**src/rtl/eeprom_rd_pkg.sv**
```systemverilog
package eeprom_rd_pkg;

  typedef enum logic [2:0] {
    ST_IDLE,
    ST_RX,
    ST_ACK,
    ST_TX,
    ST_MACK
  } tgt_state_t;

  typedef enum logic [1:0] {
    RX_DEV,
    RX_AHI,
    RX_ALO
  } rx_kind_t;

endpackage

```
**src/rtl/bus_line_sampler.sv**
```systemverilog
module bus_line_sampler #(
  parameter int STAGES = 2
) (
  input  logic clk,
  input  logic rst,
  input  logic scl_i,
  input  logic sda_i,
  output logic scl_q,
  output logic sda_q,
  output logic scl_rise,
  output logic scl_fall,
  output logic start_det,
  output logic stop_det
);

  logic [STAGES-1:0] scl_pipe;
  logic [STAGES-1:0] sda_pipe;
  logic              scl_prev;
  logic              sda_prev;

  always_ff @(posedge clk) begin
    if (rst) begin
      scl_pipe[0] <= 1'b1;
      sda_pipe[0] <= 1'b1;
    end else begin
      scl_pipe[0] <= scl_i;
      sda_pipe[0] <= sda_i;
    end
  end

  for (genvar g = 1; g < STAGES; g++) begin : g_stage
    always_ff @(posedge clk) begin
      if (rst) begin
        scl_pipe[g] <= 1'b1;
        sda_pipe[g] <= 1'b1;
      end else begin
        scl_pipe[g] <= scl_pipe[g-1];
        sda_pipe[g] <= sda_pipe[g-1];
      end
    end
  end

  always_ff @(posedge clk) begin
    if (rst) begin
      scl_prev <= 1'b1;
      sda_prev <= 1'b1;
    end else begin
      scl_prev <= scl_pipe[STAGES-1];
      sda_prev <= sda_pipe[STAGES-1];
    end
  end

  assign scl_q     = scl_pipe[STAGES-1];
  assign sda_q     = sda_pipe[STAGES-1];
  assign scl_rise  = scl_q & ~scl_prev;
  assign scl_fall  = ~scl_q & scl_prev;
  assign start_det = scl_q & scl_prev & sda_prev & ~sda_q;
  assign stop_det  = scl_q & scl_prev & ~sda_prev & sda_q;

endmodule

```
**src/rtl/word_ptr.sv**
```systemverilog
module word_ptr #(
  parameter int AW = 16
) (
  input  logic          clk,
  input  logic          rst,
  input  logic          load,
  input  logic [AW-1:0] load_val,
  input  logic          step,
  output logic [AW-1:0] ptr
);

  always_ff @(posedge clk) begin
    if (rst)       ptr <= '0;
    else if (load) ptr <= load_val;
    else if (step) ptr <= ptr + 1'b1;
  end

  AST_PTR_WRAP: assert property (@(posedge clk) disable iff (rst)
    (step && !load && ptr == {AW{1'b1}}) |=> (ptr == '0)) else $error("pointer wrap");

endmodule

```
**src/rtl/eeprom_rd_target.sv**
```systemverilog
module eeprom_rd_target
  import eeprom_rd_pkg::*;
#(
  parameter int          ADDR_W      = 16,
  parameter int          SYNC_STAGES = 2,
  parameter logic [3:0]  FAMILY      = 4'b1010
) (
  input  logic              clk,
  input  logic              rst,
  input  logic              scl_i,
  input  logic              sda_i,
  output logic              sda_oe,
  input  logic [2:0]        dev_sel,
  output logic [ADDR_W-1:0] mem_addr,
  output logic              mem_rd,
  input  logic [7:0]        mem_rdata
);

  localparam int HI_W = ADDR_W - 8;

  logic scl_q, sda_q, scl_rise, scl_fall, start_det, stop_det;

  tgt_state_t        state;
  rx_kind_t          kind;
  logic [3:0]        bitcnt;
  logic [7:0]        shreg;
  logic [HI_W-1:0]   addr_hi;
  logic              rw;
  logic [7:0]        txbuf;
  logic [2:0]        txidx;
  logic              go_on;
  logic              rd_q;
  logic              ptr_load;
  logic              ptr_step;
  logic [ADDR_W-1:0] ptr_val;
  logic [ADDR_W-1:0] ptr;
  logic              dev_hit;

  bus_line_sampler #(.STAGES(SYNC_STAGES)) u_lines (
    .clk(clk), .rst(rst), .scl_i(scl_i), .sda_i(sda_i),
    .scl_q(scl_q), .sda_q(sda_q), .scl_rise(scl_rise), .scl_fall(scl_fall),
    .start_det(start_det), .stop_det(stop_det)
  );

  word_ptr #(.AW(ADDR_W)) u_ptr (
    .clk(clk), .rst(rst), .load(ptr_load), .load_val(ptr_val),
    .step(ptr_step), .ptr(ptr)
  );

  assign dev_hit = (shreg[7:4] == FAMILY) && (shreg[3:1] == dev_sel);

  always_ff @(posedge clk) begin
    mem_rd   <= 1'b0;
    ptr_step <= 1'b0;
    ptr_load <= 1'b0;
    rd_q     <= mem_rd;
    if (rd_q) txbuf <= mem_rdata;
    if (rst) begin
      state    <= ST_IDLE;
      kind     <= RX_DEV;
      bitcnt   <= '0;
      shreg    <= '0;
      addr_hi  <= '0;
      rw       <= 1'b0;
      txbuf    <= '0;
      txidx    <= '0;
      go_on    <= 1'b0;
      rd_q     <= 1'b0;
      sda_oe   <= 1'b0;
      mem_addr <= '0;
      ptr_val  <= '0;
    end else if (start_det) begin
      state  <= ST_RX;
      kind   <= RX_DEV;
      bitcnt <= '0;
      go_on  <= 1'b0;
      sda_oe <= 1'b0;
    end else if (stop_det) begin
      state  <= ST_IDLE;
      go_on  <= 1'b0;
      sda_oe <= 1'b0;
    end else begin
      unique case (state)
        ST_RX: begin
          if (scl_rise && bitcnt != 4'd8) begin
            shreg  <= {shreg[6:0], sda_q};
            bitcnt <= bitcnt + 1'b1;
          end else if (scl_fall && bitcnt == 4'd8) begin
            bitcnt <= '0;
            unique case (kind)
              RX_DEV: begin
                if (dev_hit) begin
                  sda_oe <= 1'b1;
                  rw     <= shreg[0];
                  state  <= ST_ACK;
                  if (shreg[0]) begin
                    mem_rd   <= 1'b1;
                    mem_addr <= ptr;
                    ptr_step <= 1'b1;
                  end
                end else begin
                  state <= ST_IDLE;
                end
              end
              RX_AHI: begin
                addr_hi <= shreg[HI_W-1:0];
                sda_oe  <= 1'b1;
                state   <= ST_ACK;
              end
              default: begin
                ptr_val  <= {addr_hi, shreg};
                ptr_load <= 1'b1;
                sda_oe   <= 1'b1;
                state    <= ST_ACK;
              end
            endcase
          end
        end
        ST_ACK: begin
          if (scl_fall) begin
            sda_oe <= 1'b0;
            if (kind == RX_DEV && rw) begin
              state  <= ST_TX;
              txidx  <= 3'd7;
              sda_oe <= ~txbuf[7];
            end else if (kind == RX_DEV) begin
              state <= ST_RX;
              kind  <= RX_AHI;
            end else if (kind == RX_AHI) begin
              state <= ST_RX;
              kind  <= RX_ALO;
            end else begin
              state <= ST_IDLE;
            end
          end
        end
        ST_TX: begin
          if (scl_fall) begin
            if (txidx == 3'd0) begin
              sda_oe <= 1'b0;
              state  <= ST_MACK;
            end else begin
              txidx  <= txidx - 1'b1;
              sda_oe <= ~txbuf[txidx - 1'b1];
            end
          end
        end
        ST_MACK: begin
          if (scl_rise) begin
            if (!sda_q) begin
              go_on    <= 1'b1;
              mem_rd   <= 1'b1;
              mem_addr <= ptr;
              ptr_step <= 1'b1;
            end else begin
              state <= ST_IDLE;
            end
          end else if (scl_fall && go_on) begin
            go_on  <= 1'b0;
            state  <= ST_TX;
            txidx  <= 3'd7;
            sda_oe <= ~txbuf[7];
          end
        end
        default: ;
      endcase
    end
  end

  AST_MISMATCH_NO_ACK: assert property (@(posedge clk) disable iff (rst)
    (state == ST_RX && kind == RX_DEV && scl_fall && bitcnt == 4'd8 && shreg[3:1] != dev_sel
     && !start_det && !stop_det) |=> !sda_oe) else $error("ack on foreign address");
  AST_PTR_ADVANCE: assert property (@(posedge clk) disable iff (rst)
    mem_rd |=> (ptr == ADDR_W'(mem_addr + 1'b1))) else $error("pointer not advanced");
  AST_NACK_ENDS: assert property (@(posedge clk) disable iff (rst)
    (state == ST_MACK && scl_rise && sda_q && !start_det && !stop_det)
      |=> (state == ST_IDLE && !sda_oe)) else $error("read continues after nack");
  AST_OE_HOLD_SCL_HIGH: assert property (@(posedge clk) disable iff (rst)
    (scl_q && $past(scl_q) && !$past(start_det) && !$past(stop_det)) |-> $stable(sda_oe))
    else $error("sda changed while scl high");
  AST_START_CLEARS: assert property (@(posedge clk) disable iff (rst)
    start_det |=> (state == ST_RX && kind == RX_DEV && !sda_oe)) else $error("start not honoured");
  AST_RD_PULSE: assert property (@(posedge clk) disable iff (rst)
    mem_rd |=> !mem_rd) else $error("read strobe too long");

endmodule

```
**config.mk**
```make
export PLATFORM = sky130hd
export DESIGN_NAME = eeprom_rd_target
export DESIGN_NICKNAME = d
export VERILOG_FILES = /design/src/rtl/eeprom_rd_pkg.sv /design/src/rtl/bus_line_sampler.sv /design/src/rtl/word_ptr.sv /design/src/rtl/eeprom_rd_target.sv
export SDC_FILE = /design/constraint.sdc
export NUM_CORES = 1
export LEC_CHECK = 0
export CORE_ASPECT_RATIO = 0.6
export CORE_UTILIZATION = 30
export CTS_CLUSTER_SIZE = 10
export DETAILED_ROUTE_END_ITERATION = 10
export GPL_TIMING_DRIVEN = 0
export PLACE_DENSITY = 0.51
export SLEW_MARGIN = 20
export SYNTH_ARGS = -nofsm -noshare
export SYNTH_HDL_FRONTEND = slang
export SYNTH_HIERARCHICAL = 1
export SYNTH_SLANG_ARGS = --single-unit
```
**constraint.sdc**
```tcl
create_clock -name clk -period 4.9 [get_ports clk]
set_input_delay 0.735 -clock clk [delete_from_list [all_inputs] [get_ports clk]]
set_output_delay 0.735 -clock clk [all_outputs]
set_load 0.01 [all_outputs]
```
; Word-level counts from Yosys, hierarchy flattened
; Cells that the tools add are included.
[word_totals]
register_bits = 96
in_bits = 15
elab_cells = 174
[classes]
add_sub_neg = 3
magnitude_cmp = 1
eq_ne = 34
n_mux = 62
n_bitwise = 20
reduce_logical = 31
[ops]
columns = cell, n
row1 = $mux 16, 9
row2 = $mux 3, 15
row3 = $pmux 16 s2, 1
row4 = $ne 2x2->1 const B, 15
row5 = $mux 1, 26
row6 = $ne 4x4->1 const B, 6
row7 = $reduce_and 8->1, 3
row8 = $add 16x1->16 const B, 1
row9 = $not 1->1, 13
row10 = $pmux 3 s4, 1
row11 = $reduce_and 6->1, 2
row12 = $reduce_and 10->1, 1
row13 = $reduce_bool 2->1, 5
row14 = $pmux 3 s3, 1
row15 = $reduce_and 9->1, 1
row16 = $eq 4x4->1 const B, 2
row17 = $mux 2, 4
row18 = $mux 4, 2
row19 = $and 1x1->1, 7
row20 = $reduce_and 7->1, 1
row21 = $eq 3x2->1 const B, 2
row22 = $ne 3x3->1 const B, 2
row23 = $reduce_and 3->1, 2
row24 = $reduce_bool 6->1, 1
row25 = 23 further kinds, 28

; Depth between registers and ports, before layout
; Gate-level depths: netlist (run 1).
[logic_depth]
depth_word = 9
depth_mapped = 8

; Hierarchy
; Netlist (run 1), hierarchy kept.
[by_module_without_submodules]
columns = mod, n_inst, cells_per_inst, area_per_inst_um2, seq_area_each_um2
row1 = eeprom_rd_target, 1, 332, 3323.2, 1481.4
row2 = word_ptr, 1, 112, 984.7, 320.3
row3 = bus_line_sampler, 1, 16, 190.2, 120.1

; Least setup slack after synthesis (run 1)
; No wires, ideal clock.
[synth_path]
path_kind = input to register
startpoint = input port dev_sel[0]
endpoint = register mem_addr[2]
setup_time_ns = 0.128
t_arrival_ns = 1.915
required_time_ns = 4.772
path_slack_ns = 2.857
cell_stages = 6
cell_sequence = xnor2_2 nand4_4 o31ai_4 buf_8 mux2i_1 nor2_1
[synth_between]
elab_chain_cells = 4
[synth_rtl]
columns = element, line
row1 = start: declaration, eeprom_rd_target.sv:13  ; input logic [2:0] dev_sel,
row2 = $eq 3x3->1, eeprom_rd_target.sv:50  ; assign dev_hit = (shreg[7:4] == FAMILY) && (shreg[3:1] == dev_sel);
row3 = $logic_and 1x1->1, eeprom_rd_target.sv:50
row4 = $ne 2x2->1 (no source line), n/a
row5 = $reduce_and 10->1 (no source line), n/a
row6 = end signal: assignment, eeprom_rd_target.sv:98  ; mem_addr <= ptr;
row7 = end signal: assignment, eeprom_rd_target.sv:153  ; mem_addr <= ptr;
row8 = end: declaration, eeprom_rd_target.sv:14  ; output logic [ADDR_W-1:0] mem_addr,
; Every way passes these cells.
; A chain may end at the register's enable or synchronous reset.

; Final worst setup path (run 1)
[layout_path]
startpoint = input port dev_sel[2]
endpoint = register mem_addr[4]
; Same word-level chain as after synthesis.

==> impl_metrics.py, run 1 <==
metrics = {
    "timing": {
        "max_slew.worst_pin.slew_ns": 0.667,
        "slew_headroom": 0.556,
        "setup_viol": 0,
        "period_share": 0.521,
        "fin_crit_ns": 2.55,
        "fin_setup_tns_ns": 0,
        "fin_skew_ns": 0.00703,
        "final_hold_viol_count": 0,
        "rsz0062_at_grt": "false",
        "max_freq_mhz": 392,
        "slew_viol_final": 0,
    },
    "clocking": {
        "cts_max_level": 3,
        "cts-buffers-inserted": 9,
        "cts_resized": 0,
        "clk_latency_ns": 0.34,
        "cts_tree": "built",
        "path_clk_slew_ns": 0.07,
        "cts_hold_buf": 0,
        "cts-root-buf": "clkbuf_16",
        "cts_buffer_depth": 2,
        "postCtsSetupRepairBufs": 0,
        "cts_sinks": 96,
    },
    "critical_path": {
        "setup.worst_path.start_class": "primary input",
        "crit_fanout": 10,
        "path_class": "primary input to register",
        "worstPathArrival_ns": 2.76,
        "end_kind": "register",
        "rr_worst_depth": 7,
        "crit_required_ns": 5.11,
    },
    "routing": {
        "wl_per_cell_um": 15.1,
        "first_pass_iters": 4,
        "drc": 0,
        "via_count": 3336,
        "via_per_inst": 4.73,
        "initialDrtViolationCount": 177,
        "wirelength_um": 10700,
        "postRouteAntennaNets": 0,
    },
    "die": {
        "die_w_um": 160,
        "die_h_um": 96.8,
        "coreArea_um2": 14500,
        "num_rows": 34,
        "pin_count": 33,
        "die_area_um2": 15500,
        "initial_core_util": 0.309,
    },
    "placed_design": {
        "globalplace.congestion": 0.804,
        "numPortBuffers": 32,
        "dpl.hpwl_um": 8040,
        "placed_area_um2": 5070,
    },
    "cells_and_area": {
        "drive_gt1_frac": 0.100,
        "nets": 523,
        "design_area_um2": 5370,
        "fin_util": 0.369,
        "synthToLayoutAreaGrowth_pct": 19.4,
        "diodes": 0,
    },
    "yosys": {
        "yosysSeqAreaShare": 0.427,
        "synth-seq-cells": 96,
        "synth-edff-count": 0,
        "synth_area_um2": 4500,
        "synth_flop_cell": "dfxtp_1",
        "yosysWarnings": 6,
        "synthCells": 460,
        "synth_area_per_cell_um2": 9.78,
        "yosysUniqueCellTypes": 59,
        "synth-async-reset-ratio": 0,
        "syn-num-nets": 480,
    },
    "hold_path": {
        "hold_path_depth": 1,
        "min_path_type": "register to register",
    },
    "global_routing": {
        "met3_usage": 0.0343,
        "antenna_found_initial": 0,
        "grt-ovfl-total": 0,
        "grt_pass1_wl_um": 17600,
        "first_global_vias": 3223,
        "grt_max_degree": 18,
        "grt_use_met1": 0.233,
        "globalRouteTotalUtil": 0.147,
        "grt.met2_usage": 0.190,
        "grt_busiest_layer": "met1",
    },
    "power_and_ir_drop": {
        "powerDensity_nw_per_um2": 290,
        "leakagePower_nw": 2.11,
        "ir_drop_v": 0.000159,
    },
    "run": {
        "maxCapViolCount": 0,
    },
    "outcome": {
        "status": "completed",
    },
}
[logic make-up (layout without fill, tap and decap cells)]
| kind of cell | Yosys count | after routing | share of synthesized area |
|---|---|---|---|
| simple gates | 169 | 169 | 0.222 |
| flops | 96 | 96 | 0.427 |
| mux | 65 | 65 | 0.150 |
| compound gates | 57 | 57 | 0.0860 |
| buf+inv | 47 | 95 | 0.0498 |
| xor+xnor | 21 | 21 | 0.0509 |
| fa+ha+maj | 5 | 5 | 0.0139 |
[layer usage]
metal  vias up  share of wire  wire length [µm]
met2        55           0.37              3940
li1       1692              -                 -
met4         0          0.011               118
met3        14          0.043               456
met1      1575           0.58              6160
met5         -              0                 0
[critical path: stages]
cell	delay, ns
clkdlybuf4s50_1	0.56
xnor2_4	0.14
nand4_4	0.20
o31ai_4	0.61
buf_8	0.25
mux2i_1	0.21
nor2_1	0.05
[flip-flops by register name (all words and copies together) (netlist names), 2 cells and up]
signal     flops
mem_addr      16
ptr_val       16
u_ptr/ptr     16
addr_hi        8
shreg          8
txbuf          8
bitcnt         4
state          3
txidx          3
kind           2
[cell usage after synthesis, types with 4 or more instances]
library cell   n  area, µm²
nand2_1       10       37.5
ha_1           5       62.6
mux2i_1       63        631
nor4_2         4       50.1
nand4_1        7       43.8
or2_1          6       37.5
nand3_1        4       20.0
nor2_1        77        289
inv_1         20       75.1
nor2b_1        9       56.3
clkbuf_1      14       52.6
nor3_1        12       60.1
xnor2_1        9       78.8
dfxtp_1       96       1920
a21oi_1       23        115
buf_2          5       25.0
o21a_1        11       82.6
xor2_1         9       78.8
[final cells by class]
class,instances,area (µm²)
Multi-Input combinational cell,317,2350
Timing Repair Buffer,32,320
Sequential cell,96,1920
Clock buffer,9,225
Fill cell,1478,9180
Clock inverter,7,80.1
Inverter,20,75.1
Buffer,27,149
Tap cell,198,248
[worst paths after layout]
kind / end / slack [ns] / from
max: mem_addr[4] / 2.35 / dev_sel[2]
min: u_lines/scl_q / 0.40 / u_lines/scl_pipe[0]
max reg2reg: mem_addr[4] / 2.45 / u_lines/sda_q
min reg2reg: u_lines/scl_q / 0.40 / u_lines/scl_pipe[0]
[metrics by stage]
stage | total power [mW] | hold slack (ns) | setup slack, ns | std cells
2_1_floorplan | 0.831 | 0.383 | 2.86 | 460
3_3_place_gp | 0.857 | 0.390 | 1.94 | 690
3_5_place_dp | 0.857 | 0.392 | 1.93 | 690
4_1_cts | 1.58 | 0.408 | 2.29 | 706
5_1_grt | 1.62 | 0.425 | 2.18 | 706
6_report | 1.56 | 0.405 | 2.35 | 706
[layout by cell type (no fill, tap or decap), types with 4 or more instances in the layout]
master / netlist / final
or2_1: 6 / 6
inv_1: 20 / 20
clkdlybuf4s50_1: 0 / 32
o21a_1: 11 / 11
nand2_1: 10 / 10
clkbuf_16: 0 / 9
nor2_1: 77 / 77
nor4_2: 4 / 4
nor2b_1: 9 / 9
nor3_1: 12 / 12
xnor2_1: 9 / 9
nand3_1: 4 / 4
nand4_1: 7 / 7
buf_2: 5 / 5
a21oi_1: 23 / 23
xor2_1: 9 / 9
dfxtp_1: 96 / 96
mux2i_1: 63 / 63
clkbuf_1: 14 / 14
ha_1: 5 / 5
[report_power, final]
group          leakage, nW  internal [mW]  switching (mW)
Clock                0.141          0.402           0.318
Combinational         1.19         0.0222          0.0327
Sequential           0.774          0.782         0.00151
(Power assumes the default switching activity.)
==> run 2: changes to the inputs <==
==> constraint.sdc (replaced) <==
create_clock -name clk -period 2.35 [get_ports clk]
set_input_delay 0.3525 -clock clk [delete_from_list [all_inputs] [get_ports clk]]
set_output_delay 0.3525 -clock clk [all_outputs]
set_load 0.01 [all_outputs]
==> impl_metrics.py, run 2 (synthesis results as in run 1) <==
metrics = {
    "outcome": {
        "status": "completed",
    },
    "clocking": {
        "cts_buffer_depth": 2,
        "cts-buffers-inserted": 9,
        "cts-root-buf": "clkbuf_16",
        "cts_tree": "built",
        "cts_max_level": 3,
        "path_clk_slew_ns": 0.07,
        "cts_sinks": 96,
        "clk_latency_ns": 0.34,
    },
    "die": {
        "die_h_um": 96.8,
        "die_area_um2": 15500,
        "initial_core_util": 0.309,
        "coreArea_um2": 14500,
        "num_rows": 34,
        "die_w_um": 160,
        "pin_count": 33,
    },
    "routing": {
        "first_pass_iters": 4,
        "postRouteAntennaNets": 0,
        "via_per_inst": 4.71,
        "via_count": 3330,
        "wirelength_um": 10700,
        "initialDrtViolationCount": 179,
        "wl_per_cell_um": 15.1,
        "drc": 0,
    },
    "timing": {
        "fin_crit_ns": 2.13,
        "period_share": 0.905,
        "max_freq_mhz": 470,
        "fin_skew_ns": 0.00751,
        "rsz0062_at_grt": "false",
        "holdWs_ns": 0.405,
        "slew_headroom": 0.558,
        "setup_viol": 0,
        "final_hold_viol_count": 0,
        "slew_viol_final": 0,
        "max_slew.worst_pin.slew_ns": 0.662,
    },
    "cells_and_area": {
        "reg_top3": "mem_addr: 16 flops, ptr_val: 16 flops, u_ptr/ptr: 16 flops",
        "diodes": 0,
        "synthToLayoutAreaGrowth_pct": 19.7,
        "drive_gt1_frac": 0.102,
        "nets": 524,
        "mostFrequentLayoutCell": "dfxtp_1",
        "mostFrequentLayoutCells": "96 x dfxtp_1, 77 x nor2_1, 63 x mux2i_1",
        "final_cells": 707,
        "design_area_um2": 5380,
    },
    "critical_path": {
        "setup.worst_path.start_class": "primary input",
        "path_class": "primary input to register",
        "crit_required_ns": 2.56,
        "worstPathArrival_ns": 2.33,
        "startpoint": "rst",
        "crit_fanout": 14,
        "end_kind": "register",
        "r2r_start": "u_lines/sda_q",
        "rr_worst_depth": 7,
    },
    "global_routing": {
        "grt_pass1_wl_um": 17600,
        "grt_max_degree": 18,
        "globalRouteTotalUtil": 0.147,
        "antenna_found_initial": 0,
        "first_global_vias": 3230,
        "grt-ovfl-total": 0,
    },
    "run": {
        "maxCapViolCount": 0,
    },
    "placed_design": {
        "placedCellCount": 690,
        "globalplace.congestion": 0.804,
        "numPortBuffers": 32,
        "dpl.hpwl_um": 8040,
        "placed_area_um2": 5070,
    },
    "power_and_ir_drop": {
        "leakagePower_nw": 2.11,
        "ir_drop_v": 0.000331,
        "p_total_mw": 3.25,
        "powerDensity_nw_per_um2": 603,
    },
    "hold_path": {
        "hp-start": "u_lines/scl_pipe[0]",
        "hold_path_depth": 1,
        "min_path_type": "register to register",
    },
}
-- run 2: routing by layer --
layer  wire length [µm]  track usage
met3                470       0.0343
met4                113       0.0396
met2               3930        0.191
met5                  0            0
met1               6140        0.233
-- run 2: per-stage QoR --
step	TNS [ns]	setup slack, ns	utilization
2_1_floorplan	0	0.433	-
3_3_place_gp	-4.66	-0.223	0.348
3_5_place_dp	-5.65	-0.238	0.348
4_1_cts	0	0.124	0.370
5_1_grt	0	0.00811	0.370
6_report	0	0.224	0.370
-- run 2: path summary, 6_finish.rpt --
kind | end | slack (ns)
worst max register to register | mem_addr[12] | 0.24
worst max-delay path | ptr_val[14] | 0.22
worst min register to register | u_lines/scl_q | 0.40
worst min-delay path | u_lines/scl_q | 0.40
-- run 2: final cells by class --
| cell class | instances | area [µm²] |
|---|---|---|
| Buffer | 27 | 149 |
| Clock buffer | 9 | 225 |
| Clock inverter | 7 | 80.1 |
| Fill cell | 1475 | 9170 |
| Inverter | 20 | 75.1 |
| Multi-Input combinational cell | 317 | 2360 |
| Sequential cell | 96 | 1920 |
| Tap cell | 198 | 248 |
| Timing Repair Buffer | 33 | 328 |
-- run 2: report_power, final --
part           switching, mW  leakage, nW  internal (mW)  total [mW]
sequential           0.00309        0.774           1.63        1.63
combinational         0.0682         1.20         0.0466       0.115
clock                  0.662        0.141          0.838        1.50
-- run 2: repair_timing --
item / CTS / global route
pin swaps: 1 / 0
resized for setup: 0 / 1
buffers inserted: 1 / 0
setup endpoints to repair: 10 / 9
hold buffers: 0 / 0
endpoints found under the hold margin: 0 / 0
-- run 2: worst max-delay path, stage by stage --
cell and delay [ns]:
clkdlybuf4s50_1 0.79, clkbuf_1 0.50, clkbuf_1 0.57, nor2_1 0.11
==> run 3: changes to the inputs <==
--- a/config.mk
+++ b/config.mk
@@ -10,7 +10,9 @@
 export CTS_CLUSTER_SIZE = 10
 export DETAILED_ROUTE_END_ITERATION = 10
 export GPL_TIMING_DRIVEN = 0
+export HOLD_SLACK_MARGIN = 0.12
 export PLACE_DENSITY = 0.51
+export SETUP_SLACK_MARGIN = 0.15
 export SLEW_MARGIN = 20
 export SYNTH_ARGS = -nofsm -noshare
 export SYNTH_HDL_FRONTEND = slang
==> impl_metrics.py, run 3 (synthesis results as in run 1) <==
metrics = {
    "die": {
        "die_h_um": 96.8,
        "initial_core_util": 0.309,
        "coreArea_um2": 14500,
        "die_area_um2": 15500,
        "pin_count": 33,
        "die_w_um": 160,
        "num_rows": 34,
    },
    "global_routing": {
        "grt_max_degree": 18,
        "grt_pass1_wl_um": 17600,
        "globalRouteTotalUtil": 0.147,
        "grt-ovfl-total": 0,
        "antenna_found_initial": 0,
        "first_global_vias": 3234,
    },
    "routing": {
        "wirelength_um": 10700,
        "drc": 0,
        "via_per_inst": 4.72,
        "first_pass_iters": 4,
        "via_count": 3334,
        "wl_per_cell_um": 15.1,
        "initialDrtViolationCount": 157,
        "postRouteAntennaNets": 0,
    },
    "critical_path": {
        "path_buf_inv": 1,
        "crit_path_top_delay_cell": "dfxtp_1",
        "crit_chain": "and4b_2 -> nor2_4 -> a21boi_1 -> nand3_4 -> buf_4 -> mux2i_1 -> nor2_1",
        "critPathTopFamily": "simple AND/OR/NAND/NOR gates",
        "crit_fanout": 10,
        "rr_worst_depth": 7,
        "crit_required_ns": 2.56,
        "worstSetupPathDepth": 7,
        "end_kind": "register",
        "path_class": "register to register",
        "worstPathArrival_ns": 2.27,
        "critPathMaxStageDelay_ns": 0.42,
        "setup.worst_path.start_class": "register",
    },
    "placed_design": {
        "numPortBuffers": 32,
        "pre_cts_ws_ns": -0.238,
        "globalplace.congestion": 0.804,
        "dpl.hpwl_um": 8040,
    },
    "timing": {
        "slew_viol_final": 0,
        "fin_setup_tns_ns": 0,
        "holdWs_ns": 0.405,
        "final_hold_viol_count": 0,
        "post-route-worst-setup-slack_ns": 0.298,
        "max_freq_mhz": 487,
        "fin_skew_ns": 0.00661,
        "slew_headroom": 0.573,
        "rsz0062_at_grt": "true",
        "fin_crit_ns": 2.05,
        "max_slew.worst_pin.slew_ns": 0.639,
        "setup_viol": 0,
        "period_share": 0.873,
    },
    "clocking": {
        "cts_max_level": 3,
        "path_clk_slew_ns": 0.07,
        "cts_tree": "built",
        "clk_latency_ns": 0.34,
        "cts-buffers-inserted": 9,
        "cts_sinks": 96,
        "cts-root-buf": "clkbuf_16",
        "cts_buffer_depth": 2,
    },
    "power_and_ir_drop": {
        "leakagePower_nw": 2.12,
        "ir_drop_v": 0.000328,
        "powerDensity_nw_per_um2": 603,
    },
    "cells_and_area": {
        "reg_top3": "mem_addr: 16 flops, ptr_val: 16 flops, u_ptr/ptr: 16 flops",
        "mostFrequentLayoutCell": "dfxtp_1",
        "diodes": 0,
        "nets": 524,
        "mostFrequentLayoutCells": "96 x dfxtp_1, 77 x nor2_1, 63 x mux2i_1",
        "synthToLayoutAreaGrowth_pct": 19.8,
        "drive_gt1_frac": 0.112,
    },
    "hold_path": {
        "hold_path_depth": 1,
        "min_path_type": "register to register",
    },
    "run": {
        "maxCapViolCount": 0,
    },
    "outcome": {
        "status": "completed",
    },
}
==> run 3: cell counts in the layout (fill, tap and decap cells not counted) <==
No cell type changed its count.
==> run 3: worst paths after layout <==
check / to / startpoint / slack, ns
max reg2reg: ptr_val[5] / u_lines/sda_q / 0.30
max: ptr_val[5] / u_lines/sda_q / 0.30
min: u_lines/scl_q / u_lines/scl_pipe[0] / 0.40
min reg2reg: u_lines/scl_q / u_lines/scl_pipe[0] / 0.40
==> run 3: what timing repair did <==
item / 4_1_cts / 5_1_grt
endpoints found under the hold margin: 0 / 0
hold buffers: 0 / 0
resized for setup: 2 / 5
buffers inserted: 1 / 0
endpoints found under the setup margin: 20 / 31
pin swaps: 1 / 1
==> run 3: power breakdown <==
| group | switching, mW | total [mW] | internal (mW) |
|---|---|---|---|
| combinational | 0.0683 | 0.115 | 0.0472 |
| clock | 0.662 | 1.50 | 0.838 |
| sequential | 0.00312 | 1.63 | 1.63 |
==> run 3: final cells by class <==
cell class | instances | area, µm²
plain buffers | 27 | 151
clock buffers | 9 | 225
clock inverters | 7 | 80.1
fillers | 1478 | 9160
inverters | 20 | 75.1
multi-input cells | 317 | 2360
flip-flops and latches | 96 | 1920
well taps | 198 | 248
repair buffers | 33 | 328
==> run 3: layer usage <==
layer	up-vias	GRT usage	part of all wire
li1	1692	-	-
met1	1575	0.233	0.58
met2	53	0.191	0.37
met3	14	0.0343	0.040
met4	0	0.0396	0.011
met5	-	0	0
==> run 3: stage by stage <==
stage / util / cells / cell area (µm²) / power (mW)
finish: 0.370 / 707 / 5390 / 3.25
global route: 0.370 / 707 / 5390 / 3.37
CTS: 0.370 / 707 / 5390 / 3.30
detailed placement: 0.348 / 690 / 5070 / 1.79
global placement: 0.348 / 690 / 5070 / 1.79
floorplan: - / 460 / 4500 / 1.73
